File: config.mk
export PLATFORM = sky130hd
export DESIGN_NAME = pwr_idle_ctrl
export DESIGN_NICKNAME = d
export VERILOG_FILES = /design/src/rtl/pwr_idle_pkg.sv /design/src/rtl/pwr_sync.sv /design/src/rtl/pwr_edge_det.sv /design/src/rtl/pwr_idle_timer.sv /design/src/rtl/pwr_ramp_timer.sv /design/src/rtl/pwr_idle_ctrl.sv
export SDC_FILE = /design/constraint.sdc
export NUM_CORES = 1
export LEC_CHECK = 0
export CORE_ASPECT_RATIO = 0.75
export CORE_MARGIN = 2
export CORE_UTILIZATION = 35
export DETAILED_ROUTE_END_ITERATION = 8
export GPL_ROUTABILITY_DRIVEN = 0
export PLACE_DENSITY_LB_ADDON = 0.08
export SLEW_MARGIN = 0
export SYNTH_ARGS = -nofsm -noshare
export SYNTH_HDL_FRONTEND = slang
export SYNTH_SLANG_ARGS = --single-unit
File: constraint.sdc
create_clock -name clk -period 2.65 [get_ports clk]
set_clock_uncertainty 0.1 [all_clocks]
set_input_delay 0.53 -clock clk [delete_from_list [all_inputs] [get_ports clk]]
set_output_delay 0.53 -clock clk [all_outputs]
set_load 0.02 [all_outputs]
File: src/rtl/pwr_idle_pkg.sv
package pwr_idle_pkg;

    typedef enum logic [1:0] {
        PS_SHUT = 2'd0,
        PS_DOZE = 2'd1,
        PS_RAMP = 2'd2,
        PS_RUN  = 2'd3
    } pwr_state_e;

endpackage

File: src/rtl/pwr_sync.sv
module pwr_sync #(
    parameter int          W       = 1,
    parameter logic        RST_VAL = 1'b0
) (
    input  logic         clk,
    input  logic         rst_n,
    input  logic [W-1:0] d_i,
    output logic [W-1:0] q_o
);

    for (genvar b = 0; b < W; b++) begin : g_bit
        logic meta_q;
        logic stab_q;

        always_ff @(posedge clk or negedge rst_n) begin
            if (!rst_n) begin
                meta_q <= RST_VAL;
                stab_q <= RST_VAL;
            end else begin
                meta_q <= d_i[b];
                stab_q <= meta_q;
            end
        end

        assign q_o[b] = stab_q;
    end

endmodule

File: src/rtl/pwr_edge_det.sv
module pwr_edge_det #(
    parameter int W = 1
) (
    input  logic         clk,
    input  logic         rst_n,
    input  logic [W-1:0] s_i,
    output logic         any_o
);

    logic [W-1:0] prev_q;
    logic [W-1:0] diff;

    always_ff @(posedge clk or negedge rst_n) begin
        if (!rst_n) begin
            prev_q <= '0;
        end else begin
            prev_q <= s_i;
        end
    end

    always_comb begin
        diff  = s_i ^ prev_q;
        any_o = |diff;
    end

endmodule

File: src/rtl/pwr_idle_timer.sv
module pwr_idle_timer #(
    parameter int IDLE_CYCLES = 1000
) (
    input  logic clk,
    input  logic rst_n,
    input  logic off_n_s,
    input  logic on_s,
    input  logic act_i,
    output logic expired_o
);

    localparam int IW = $clog2(IDLE_CYCLES + 1);
    localparam logic [IW-1:0] IDLE_LAST = IW'(IDLE_CYCLES - 1);

    logic [IW-1:0] cnt_q;
    logic          exp_q;

    always_ff @(posedge clk or negedge rst_n) begin
        if (!rst_n) begin
            cnt_q <= '0;
            exp_q <= 1'b0;
        end else if (!off_n_s) begin
            // forced shutdown holds the timer expired
            cnt_q <= '0;
            exp_q <= 1'b1;
        end else if (on_s || act_i) begin
            // keep-on or activity reloads the period
            cnt_q <= '0;
            exp_q <= 1'b0;
        end else if (!exp_q) begin
            if (cnt_q == IDLE_LAST) begin
                cnt_q <= '0;
                exp_q <= 1'b1;
            end else begin
                cnt_q <= cnt_q + 1'b1;
            end
        end
    end

    assign expired_o = exp_q;

endmodule

File: src/rtl/pwr_ramp_timer.sv
module pwr_ramp_timer #(
    parameter int WAKE_CYCLES = 25
) (
    input  logic clk,
    input  logic rst_n,
    input  logic run_i,
    output logic done_o
);

    localparam int RW = $clog2(WAKE_CYCLES + 1);
    localparam logic [RW-1:0] RAMP_LAST = RW'(WAKE_CYCLES - 1);

    logic [RW-1:0] cnt_q;
    logic          at_end;

    assign at_end = (cnt_q == RAMP_LAST);

    always_ff @(posedge clk or negedge rst_n) begin
        if (!rst_n) begin
            cnt_q <= '0;
        end else if (!run_i) begin
            cnt_q <= '0;
        end else if (!at_end) begin
            cnt_q <= cnt_q + 1'b1;
        end
    end

    assign done_o = run_i && at_end;

endmodule

File: src/rtl/pwr_idle_ctrl.sv
module pwr_idle_ctrl
    import pwr_idle_pkg::*;
#(
    parameter int N_TX        = 5,
    parameter int N_RX        = 3,
    parameter int IDLE_CYCLES = 30_000_000,
    parameter int WAKE_CYCLES = 25
) (
    input  logic            clk,
    input  logic            rst_n,
    input  logic            off_req_n_i,
    input  logic            stay_on_i,
    input  logic [N_TX-1:0] tx_lvl_i,
    input  logic [N_RX-1:0] rx_lvl_i,
    input  logic            ring_rx_i,
    output logic            ring_rx_o,
    output logic            supply_en_o,
    output logic            tx_en_o,
    output logic            rx_oe_o
);

    localparam int N_MON = N_TX + N_RX;

    logic             off_n_s;
    logic             on_s;
    logic [N_MON-1:0] mon_s;
    logic             act;
    logic             expired;
    logic             ramp_done;
    logic             awake_req;
    pwr_state_e       state_q;
    pwr_state_e       state_nxt;

    pwr_sync #(.W(1), .RST_VAL(1'b1)) u_off_sync (
        .clk  (clk),
        .rst_n(rst_n),
        .d_i  (off_req_n_i),
        .q_o  (off_n_s)
    );

    pwr_sync #(.W(1), .RST_VAL(1'b0)) u_on_sync (
        .clk  (clk),
        .rst_n(rst_n),
        .d_i  (stay_on_i),
        .q_o  (on_s)
    );

    pwr_sync #(.W(N_MON), .RST_VAL(1'b0)) u_mon_sync (
        .clk  (clk),
        .rst_n(rst_n),
        .d_i  ({rx_lvl_i, tx_lvl_i}),
        .q_o  (mon_s)
    );

    pwr_edge_det #(.W(N_MON)) u_edge (
        .clk  (clk),
        .rst_n(rst_n),
        .s_i  (mon_s),
        .any_o(act)
    );

    pwr_idle_timer #(.IDLE_CYCLES(IDLE_CYCLES)) u_idle (
        .clk      (clk),
        .rst_n    (rst_n),
        .off_n_s  (off_n_s),
        .on_s     (on_s),
        .act_i    (act),
        .expired_o(expired)
    );

    pwr_ramp_timer #(.WAKE_CYCLES(WAKE_CYCLES)) u_ramp (
        .clk   (clk),
        .rst_n (rst_n),
        .run_i (state_q == PS_RAMP),
        .done_o(ramp_done)
    );

    assign awake_req = on_s || !expired;

    // state register
    always_ff @(posedge clk or negedge rst_n) begin
        if (!rst_n) begin
            state_q <= PS_RUN;
        end else begin
            state_q <= state_nxt;
        end
    end

    // next state
    always_comb begin
        state_nxt = state_q;
        if (!off_n_s) begin
            state_nxt = PS_SHUT;
        end else begin
            unique case (state_q)
                PS_SHUT: state_nxt = awake_req ? PS_RAMP : PS_DOZE;
                PS_DOZE: state_nxt = awake_req ? PS_RAMP : PS_DOZE;
                PS_RAMP: begin
                    if (!awake_req) begin
                        state_nxt = PS_DOZE;
                    end else if (ramp_done) begin
                        state_nxt = PS_RUN;
                    end
                end
                PS_RUN:  state_nxt = awake_req ? PS_RUN : PS_DOZE;
                default: state_nxt = PS_SHUT;
            endcase
        end
    end

    // outputs
    always_comb begin
        supply_en_o = 1'b0;
        tx_en_o     = 1'b0;
        rx_oe_o     = 1'b0;
        unique case (state_q)
            PS_SHUT: begin
                supply_en_o = 1'b0;
                tx_en_o     = 1'b0;
                rx_oe_o     = 1'b0;
            end
            PS_DOZE: begin
                supply_en_o = 1'b0;
                tx_en_o     = 1'b0;
                rx_oe_o     = 1'b1;
            end
            PS_RAMP: begin
                supply_en_o = 1'b1;
                tx_en_o     = 1'b0;
                rx_oe_o     = 1'b1;
            end
            PS_RUN: begin
                supply_en_o = 1'b1;
                tx_en_o     = 1'b1;
                rx_oe_o     = 1'b1;
            end
            default: begin
                supply_en_o = 1'b0;
                tx_en_o     = 1'b0;
                rx_oe_o     = 1'b0;
            end
        endcase
    end

    assign ring_rx_o = ring_rx_i;

endmodule

Word level (Yosys, flattened, before mapping)

Cells that the tools add are included.

Multiplexer cells: 19
Bitwise logic cells: 1
Reduce and logical (&&, ||, !) cells: 10
Add/subtract/negate cells: 2
Eq/ne operators: 8

Operator list:

| operator                                             | number |
|---|---|
| 2-to-1 mux 25 bit                                    | 4 |
| adder 25 x 1 -> 25 bit (second input constant)       | 1 |
| equality test 25 bit (second input constant)         | 1 |
| 2-to-1 mux 2 bit                                     | 5 |
| 2-to-1 mux 5 bit                                     | 2 |
| OR reduction 8 bit                                   | 1 |
| XOR 8 bit                                            | 1 |
| one-hot mux 1 bit (2 select lines)                   | 3 |
| one-hot mux 2 bit (3 select lines)                   | 1 |
| OR reduction 3 bit                                   | 2 |
| adder 5 x 1 -> 5 bit (second input constant)         | 1 |
| equality test 5 bit (second input constant)          | 1 |
| equality test 2 bit (second input constant)          | 2 |
| 2-to-1 mux 1 bit                                     | 4 |
| inequality test 4 bit (second input constant)        | 1 |
| OR reduction 2 bit                                   | 2 |
| inequality test 3 bit (second input constant)        | 1 |
| equality test 2 x 1 -> 1 bit (second input constant) | 1 |
| zero test 2 bit                                      | 1 |
| logical OR 1 bit                                     | 2 |
| inequality test 2 bit (second input constant)        | 1 |
| logical AND 1 bit                                    | 1 |
| zero test 1 bit                                      | 1 |

Flip-flop bits (word level): 61
Word-level logic and storage cells: 65
Input port bits: 13
Output and inout port bits: 4

Logic depth before layout (Yosys ltp)

Gate-level depths: netlist of run 1.

Word-level depth: 6
Depth in mapped cells: 7
Gate-level depth less buffers: 6

By module

Synthesis of run 1 repeated with hierarchy kept, for this count alone.

Cell total of the unflattened synthesis: 266
Area total of the unflattened synthesis: 2,819.0 um^2

By module, submodules not included:

| module                 | cells each | sequential area each (um^2) | area each (um^2) | times used |
|---|---|---|---|---|
| pwr_idle_timer         | 180        | 650.6                       | 1,569.0          | 1 |
| pwr_sync at u_mon_sync | 24         | 400.4                       | 460.4            | 1 |
| pwr_ramp_timer         | 28         | 125.1                       | 291.5            | 1 |
| pwr_edge_det           | 19         | 200.2                       | 286.5            | 1 |
| pwr_idle_ctrl          | 11         | 52.6                        | 108.9            | 1 |
| pwr_sync at u_off_sync | 2          | 52.6                        | 52.6             | 1 |
| pwr_sync at u_on_sync  | 2          | 50.0                        | 50.0             | 1 |

Worst setup path before layout of run 1

Ideal clock, no wire load.

Kind: flip-flop to flip-flop
From: register u_idle.cnt_q[0]
To: register u_idle.cnt_q[24]
Slack: 0.695 ns
Required time: 2.468 ns
Data arrival time: 1.773 ns
Clock period less this slack: 1.955 ns
Stages on the path, launching flop included: 7
Buffers on the path: 0
Library setup time: 0.082 ns
Cell sequence: dfrtp_1 ha_1 nand2_1 nor4_4 nand2_1 or4_1 a31oi_1

Longest elaborated chain between the ends: 5
Elaborated cells on any way between the ends: 6
Classes of those cells: 1 x add/sub; 1 x eq/ne; 4 x mux

Ends and longest elaborated chain:

| what                                                           | line                                       | text |
|---|---|---|
| start: declaration                                             | pwr_idle_timer.sv:15                       | `logic [IW-1:0] cnt_q;` |
| start signal: assignment                                       | pwr_idle_timer.sv:35                       | `cnt_q <= cnt_q + 1'b1;` |
| adder 25 x 1 -> 25 bit or equality test 25 bit (tied branches) | pwr_idle_timer.sv:35, pwr_idle_timer.sv:31 |  |
| 2-to-1 mux 25 bit *                                            | pwr_idle_timer.sv:31                       | `if (cnt_q == IDLE_LAST) begin` |
| 2-to-1 mux 25 bit *                                            | pwr_idle_timer.sv:30                       | `end else if (!exp_q) begin` |
| 2-to-1 mux 25 bit *                                            | pwr_idle_timer.sv:26                       | `end else if (on_s \|\| act_i) begin` |
| 2-to-1 mux 25 bit *                                            | pwr_idle_timer.sv:22                       | `end else if (!off_n_s) begin` |

Mark *: on every way between the ends. The rest lies on a longest branch, timed or not. The select of a mux whose other input is x is not followed.
A chain may end at the register's enable or synchronous reset.

Worst setup path in the final report of run 1

From: register u_idle.cnt_q[17]
To: register u_idle.cnt_q[24]

The elaborated chain is that of the path after synthesis.

==> results.md, run 1 <==
- Pre-antenna DRT Iters: 4
- Clock slew at reported path FFs: 0.07 ns
- TritonCTS clock tree: done
- Flops & latches, synth: 61
- Port bufs: 14
- Core area: 7470 sq um
- Endpoints failing setup: 0
- IO Pins: 17
- Max VDD drop: 258 uV
- Peak fanout along the critical path: 7
- Synth Instances: 261
- Vias/cell: just over 5
- Total Power: 2020 uW
- Post-route cell area: around 3200 sq um
- Fin worst setup slack: roughly 0.23 ns
- Hold Vio Cnt, Final: 0
- Pin count of the biggest net entering global routing: 36
- Routed length on met1: 3100 um
- TritonCTS buffer count: 9
- Area post-placement: 3010 sq um
- Vias in the first global route: between 1,500 and 2,000
- CP Capture Type: register
- EDFF count, synth: 0
- Antenna-violating nets left: 0
- Die width: 106 um
- CP delay by family, top: simple AND/OR/NAND/NOR gates
- Commonest non-fill, non-tap cell in the layout: dfrtp_1
- Area of the multi-input gates: 1130 sq um
- CP cell instances: or4b_1 > nor4_2 > nand2_1 > o211ai_1 > a31oi_1
- Dominant synthesized flop cell: dfrtp_1
- H-Tree Depth: 3
- N_diodes: 0
- Final HPWL DP: 3880 um
- Setup bufs post-CTS: 0
- Grt ovf: 0
- HP Class: in2async
- Syn nets: around 280
- Initial antenna violation count: 0
- Uppermost layer routed: met4
- Routed WL: 5710 um
- Post-Syn Area: 2730 sq um
- CP bufs+invs: 0
- Die Footprint: 8530 sq um
- Clock root cell: clkbuf_8
- FF/Latch Area: 1530 sq um
- Startpoint Class: register
- Finished Core Util: 43.5%
- CP arrival: 2.53 ns
- Crit path kind: reg2reg
- Area growth syn-to-layout: 18.8%
- Fraction of layout cells with a size suffix above 1: roughly 14%
- Slowest library cell on the worst path: nor4_2
- Distinct cells, synth: 41
- Fin crit share: 91.2%
- Per-cell routed wire length: 14.7 um
- DRC Markers: 0
- Share of synthesized registers carrying an async set or reset: 100%
- Die Span Y: 80.5 um
- F_max: between 400 and 500 MHz
- Site Rows: 27
- Initial Utilization: a little over a third
- Worst-margin pin slew: 0.612 ns
- Slew headroom: 58.8%
- Initial drt markers: 181
- Status: finished, final reports clean
- Pre-CTS setup slack: roughly 0.15 ns
- Syn. warnings: 0
- CTS max path bufs: 2
- First-pass GRT wire length: 9920 um
- Wire length on met2: 2280 um
- R2R setup slack: 0.23 ns
- Avg Inst Size Synth: 10.5 sq um
- Via count: 1,975
- Crit path largest cell delay: 0.59 ns
- Met3 wire length: 262 um
- Setup TNS: 0 ns
- Max Slew Vio Count: 0
- Nets: between 200 and 300
- RSZ-0062 raised after global routing: no
- Pwr dens: 623 nW/um^2
- Fillers: 739
- Req. time, crit path: 2.76 ns
- Sequential area share after synthesis: between 50% and 60%
- Gr usage total: 15.4%
- Min Tclk post-route: 2.42 ns
- Clock sink count: 61
- Most frequent cells in the layout: dfrtp_1, nand2_1, nor2_1
- P_leak: 0.00124 uW
- Max-cap violations: 0
- Clock Latency Late Sink: 0.34 ns
-- layer usage --
| layer | up-vias | track usage [%] |
|---|---|---|
| li1 | 968 | - |
| met2 | 49 | 20.6 |
| met4 | 0 | 5.39 |
| met5 | - | 0 |
| met3 | 6 | 5.68 |
| met1 | 952 | 22.6 |
-- layout make-up --
class / instances / area share (%)
multi-input cells: 183 / 34.7
flip-flops and latches: 61 / 47.2
inverters: 5 / 0.578
well taps: 101 / 3.90
clock inverters: 5 / 2.55
clock buffers: 11 / 4.67
repair buffers: 22 / 6.40
-- cells in the mapped netlist (all sizes together) (2+ instances only) --
library cell,n,area share (%)
xnor2,13,4.2
mux2i,4,1.5
nor2,20,2.7
nand4b,3,0.96
nand4,11,2.5
xor2,4,1.3
nand2b,3,0.69
and3,3,0.69
o21ai,11,2.0
or3b,3,0.96
or2,3,0.69
nor4,8,3.2
a31oi,5,1.1
clkbuf,7,0.96
ha,3,1.4
a22oi,4,1.1
inv,5,0.69
buf,5,1.2
dfstp,4,3.8
nor3,8,1.5
nor2b,2,0.46
or3,3,0.69
or4,2,0.55
nand3b,3,0.82
dfrtp,57,52
nand3,15,2.9
a21oi,19,3.5
and2,3,0.69
nand2,25,3.4
-- final timing paths --
path,end,startpoint,cells past startpoint
max,u_idle.cnt_q[24]$_DFFE_PN0P_,u_idle.cnt_q[17]$_DFFE_PN0P_,5
min reg2reg,u_mon_sync.g_bit[6].stab_q$_DFF_PN0_,u_mon_sync.g_bit[6].meta_q$_DFF_PN0_,0
max in group asynchronous,u_idle.cnt_q[0]$_DFFE_PN0P_,rst_n,2
min,u_mon_sync.g_bit[0].meta_q$_DFF_PN0_,rst_n,1
min in group clk,u_mon_sync.g_bit[6].stab_q$_DFF_PN0_,u_mon_sync.g_bit[6].meta_q$_DFF_PN0_,0
max reg2reg,u_idle.cnt_q[24]$_DFFE_PN0P_,u_idle.cnt_q[17]$_DFFE_PN0P_,5
-- worst reg2reg max path, cell delays in order, from the launching register on --
cell and delay (ns):
dfrtp_1 0.43, or4b_1 0.55, nor4_2 0.59, nand2_1 0.34, o211ai_1 0.19, a31oi_1 0.10
-- repair_timing --
item / CTS / global route
resized for setup: 0 / 1
endpoints found under the setup margin: 0 / 1
hold buffers: 0 / 0
-- per-stage QoR --
step	instances	hold WS [ns]
after global routing	388	0.0314
after CTS	388	0.0276
after global placement	372	0.233
final	388	0.0257
after floorplan	261	0.134
after detailed placement	372	0.235
-- report_power, final --
part	switching, uW	internal (uW)
Combinational	48.4	39.4
Clock	377	582
Sequential	14.4	960
-- flip-flops by register name (all words and copies together) (netlist names) --
register,flops
u_mon_sync.g_bit.meta_q,8
u_idle.cnt_q,25
u_on_sync.q_o,1
u_ramp.cnt_q,5
state_q,2
u_idle.expired_o,1
u_mon_sync.g_bit.stab_q,8
u_off_sync.g_bit.meta_q,1
u_off_sync.q_o,1
u_edge.prev_q,8
u_on_sync.g_bit.meta_q,1
-- cell families (layout without fill, tap and decap cells) --
logic type	Yosys count	in the layout	synth area share, %
fa+ha+maj	3	3	1.37
flops	61	61	56.1
mux	4	4	1.47
buf+inv	17	43	2.84
compound gates	42	42	8.61
simple gates	117	117	24.2
xor+xnor	17	17	5.45
No activity file was read; power rests on OpenSTA's default activity.
==> run 2: changes to the inputs <==
--- a/config.mk
+++ b/config.mk
@@ -7,7 +7,7 @@
 export LEC_CHECK = 0
 export CORE_ASPECT_RATIO = 0.75
 export CORE_MARGIN = 2
-export CORE_UTILIZATION = 35
+export CORE_UTILIZATION = 37
 export DETAILED_ROUTE_END_ITERATION = 8
 export GPL_ROUTABILITY_DRIVEN = 0
 export PLACE_DENSITY_LB_ADDON = 0.08
==> run 2 against run 1 <==
Against the previous run: fmax rose by 5.4%; hold slack better by 0.076 ns; cell count fell by 0.26%; final area decreased by 2.2%; register-to-register slack gained 0.12 ns; sequential power is essentially flat; routed wire length decreased by 3.4%; critical path type unchanged; largest power group unchanged.
==> results.md, run 2 (synthesized netlist as in run 1, its figures left out) <==
- IO Pins: 17 (unchanged)
- DRC Markers: 0 (unchanged)
- Via count: 1,957 (was 1,975)
- Clock Latency Late Sink: 0.33 ns (was 0.34 ns)
- H-Tree Depth: 3 (unchanged)
- Nets: 298 (unchanged)
- Endpoints failing setup: 0 (unchanged)
- Die Span Y: 78.4 um (was 80.5 um)
- Clock slew at reported path FFs: 0.07 ns (about the same)
- Largest register FFs: 25 (unchanged)
- Vias in the first global route: 1,848 (was 1,926)
- Min Tclk post-route: 2.29 ns (was 2.42 ns)
- Req. time, crit path: 2.80 ns (was 2.76 ns)
- CP delay by family, top: compound AO/OA/AOI/OAI gates (was simple AND/OR/NAND/NOR gates)
- Pin count of the biggest net entering global routing: 38 (was 36)
- Hold Vio Cnt, Final: 0 (unchanged)
- Site Rows: 27 (unchanged)
- Peak fanout along the critical path: 10 (was 7)
- CP bufs+invs: 0 (unchanged)
- Register with the most flip-flops: u_idle.cnt_q (unchanged)
- F_max: 436 MHz (was 414 MHz)
- CTS max path bufs: 2 (unchanged)
- Reg2Reg Depth: 6 (was 5)
- Worst r2r src: u_idle.cnt_q[0]$_DFFE_PN0P_ (was u_idle.cnt_q[17]$_DFFE_PN0P_)
- Clock sink count: 61 (unchanged)
- Slew headroom: 46.7% (was 58.8%)
- Initial antenna violation count: 0 (unchanged)
- Antenna-violating nets left: 0 (unchanged)
- Crit path top cell by count: a21oi_1
- N_diodes: 0 (unchanged)
- Per-cell routed wire length: 14.2 um (was 14.7 um)
- Die Footprint: 8090 sq um (was 8530 sq um)
- Crit path largest cell delay: 0.66 ns (was 0.59 ns)
- Core area: 7260 sq um (was 7470 sq um)
- Status: finished, final reports clean (unchanged)
- R2R setup slack: 0.36 ns (was 0.23 ns)
- Final HPWL DP: 3790 um (was 3880 um)
- Fraction of layout cells with a size suffix above 1: 12.6% (was 13.6%)
- Grt ovf: 0 (unchanged)
- # hold bufs at CTS: 0 (unchanged)
- Routed WL: 5510 um (was 5710 um)
- Max-cap violations: 0 (unchanged)
- Most frequent cells in the layout: dfrtp_1, nand2_1, nor2_1 (unchanged)
- Worst-margin pin slew: 0.799 ns (was 0.612 ns)
- Crit path kind: reg2reg (unchanged)
- Die width: 103 um (was 106 um)
- Area growth syn-to-layout: 16.2% (was 18.8%)
- Slowest library cell on the worst path: a21oi_1 (was nor4_2)
- HP Class: in2async (unchanged)
- TritonCTS buffer count: 9 (unchanged)
- Commonest non-fill, non-tap cell in the layout: dfrtp_1 (unchanged)
- Fin crit share: 86.5% (was 91.2%)
- Pre-CTS setup slack: 0.362 ns (was 0.150 ns)
- RSZ-0062 raised after global routing: no (unchanged)
- Initial Utilization: 37.6% (was 36.6%)
- CP Capture Type: register (unchanged)
- Clock root cell: clkbuf_8 (unchanged)
- Pwr dens: 554 nW/um^2 (was 623 nW/um^2)
- Max VDD drop: 306 uV (was 258 uV)
- Startpoint Class: register (unchanged)
- Initial drt markers: 108 (was 181)
- Finished Core Util: 43.7% (was 43.5%)
- Setup bufs post-CTS: 0 (unchanged)
- Port bufs: 14 (unchanged)
- Max Slew Vio Count: 0 (unchanged)
- CP cell instances: ha_1 > nand2_1 > nor4_4 > a21oi_1 > or3b_1 > a21oi_1 (was or4b_1 > nor4_2 > nand2_1 > o211ai_1 > a31oi_1)
- Pre-antenna DRT Iters: 4 (unchanged)
- First-pass GRT wire length: 9530 um (was 9920 um)
- Vias/cell: 5.06 (was 5.09)
- TritonCTS clock tree: done (unchanged)
- P_leak: 0.00120 uW (was 0.00124 uW)
- Fin worst setup slack: 0.357 ns (was 0.232 ns)
- CTS resizes: 0 (unchanged)
- Worst R2R End: u_idle.cnt_q[23]$_DFFE_PN0P_ (was u_idle.cnt_q[24]$_DFFE_PN0P_)
- Gr usage total: 15.8% (was 15.4%)
- Setup TNS: 0 ns (unchanged)
- CP arrival: 2.45 ns (was 2.53 ns)
## run 2: cell types whose count changed in the layout (fill, tap and decap cells not counted)
cell and delta:
a21oi_1 +1, a21oi_2 -1, bufinv_16 -2, clkbuf_1 +1
clkbuf_8 -1, clkinv_2 +1, clkinv_4 -2, clkinvlp_4 +2
## run 2: final cells by class
type	instances	area (sq um)
clock inverters	4	25.0
fillers	701	4090
clock buffers	11	141
multi-input cells	183	1120
inverters	5	18.8
well taps	101	126
flip-flops and latches	61	1530
repair buffers	22	208
## run 2: power by group
group	internal (uW)	leakage, uW	switching [uW]	total (uW)
clock network	356	0.0000812	341	697
logic	38.3	0.000344	47.5	85.8
registers	961	0.000774	14.3	975
total	1350	0.00120	403	1760
## run 2: how the worst max path moves through the flow
stage | from | endpoint | slack [ns] | cells past startpoint
floorplan | u_idle.cnt_q[0]$_DFFE_PN0P_ | u_idle.cnt_q[24]$_DFFE_PN0P_ | 0.69 | 6
global placement | u_idle.cnt_q[0]$_DFFE_PN0P_ | u_idle.cnt_q[22]$_DFFE_PN0P_ | 0.37 | 6
detailed placement | u_idle.cnt_q[0]$_DFFE_PN0P_ | u_idle.cnt_q[22]$_DFFE_PN0P_ | 0.36 | 6
CTS | u_idle.cnt_q[0]$_DFFE_PN0P_ | u_idle.cnt_q[23]$_DFFE_PN0P_ | 0.34 | 6
global route | u_idle.cnt_q[0]$_DFFE_PN0P_ | u_idle.cnt_q[23]$_DFFE_PN0P_ | 0.16 | 6
finish | u_idle.cnt_q[0]$_DFFE_PN0P_ | u_idle.cnt_q[23]$_DFFE_PN0P_ | 0.36 | 6
## run 2: routing by layer
metal  wire length [um]  global-route usage [%]  vias up  share of wire (%)
met5                  0                       0        -                  0
met4                 29                    4.34        0               0.53
met3                210                    5.97        2                3.8
met2               2330                    20.9       29                 42
met1               2950                    24.0      955                 53
li1                   -                       -      971                  -
## run 2: metrics by stage
step | cells | hold slack (ns) | power [uW] | area, sq um
6_report | 387 | 0.102 | 1760 | 3170
5_1_grt | 387 | 0.134 | 1860 | 3170
4_1_cts | 387 | 0.109 | 1800 | 3170
3_5_place_dp | 372 | 0.236 | 1080 | 3010
3_3_place_gp | 372 | 0.232 | 1080 | 3010
2_1_floorplan | 261 | 0.134 | 1030 | 2730
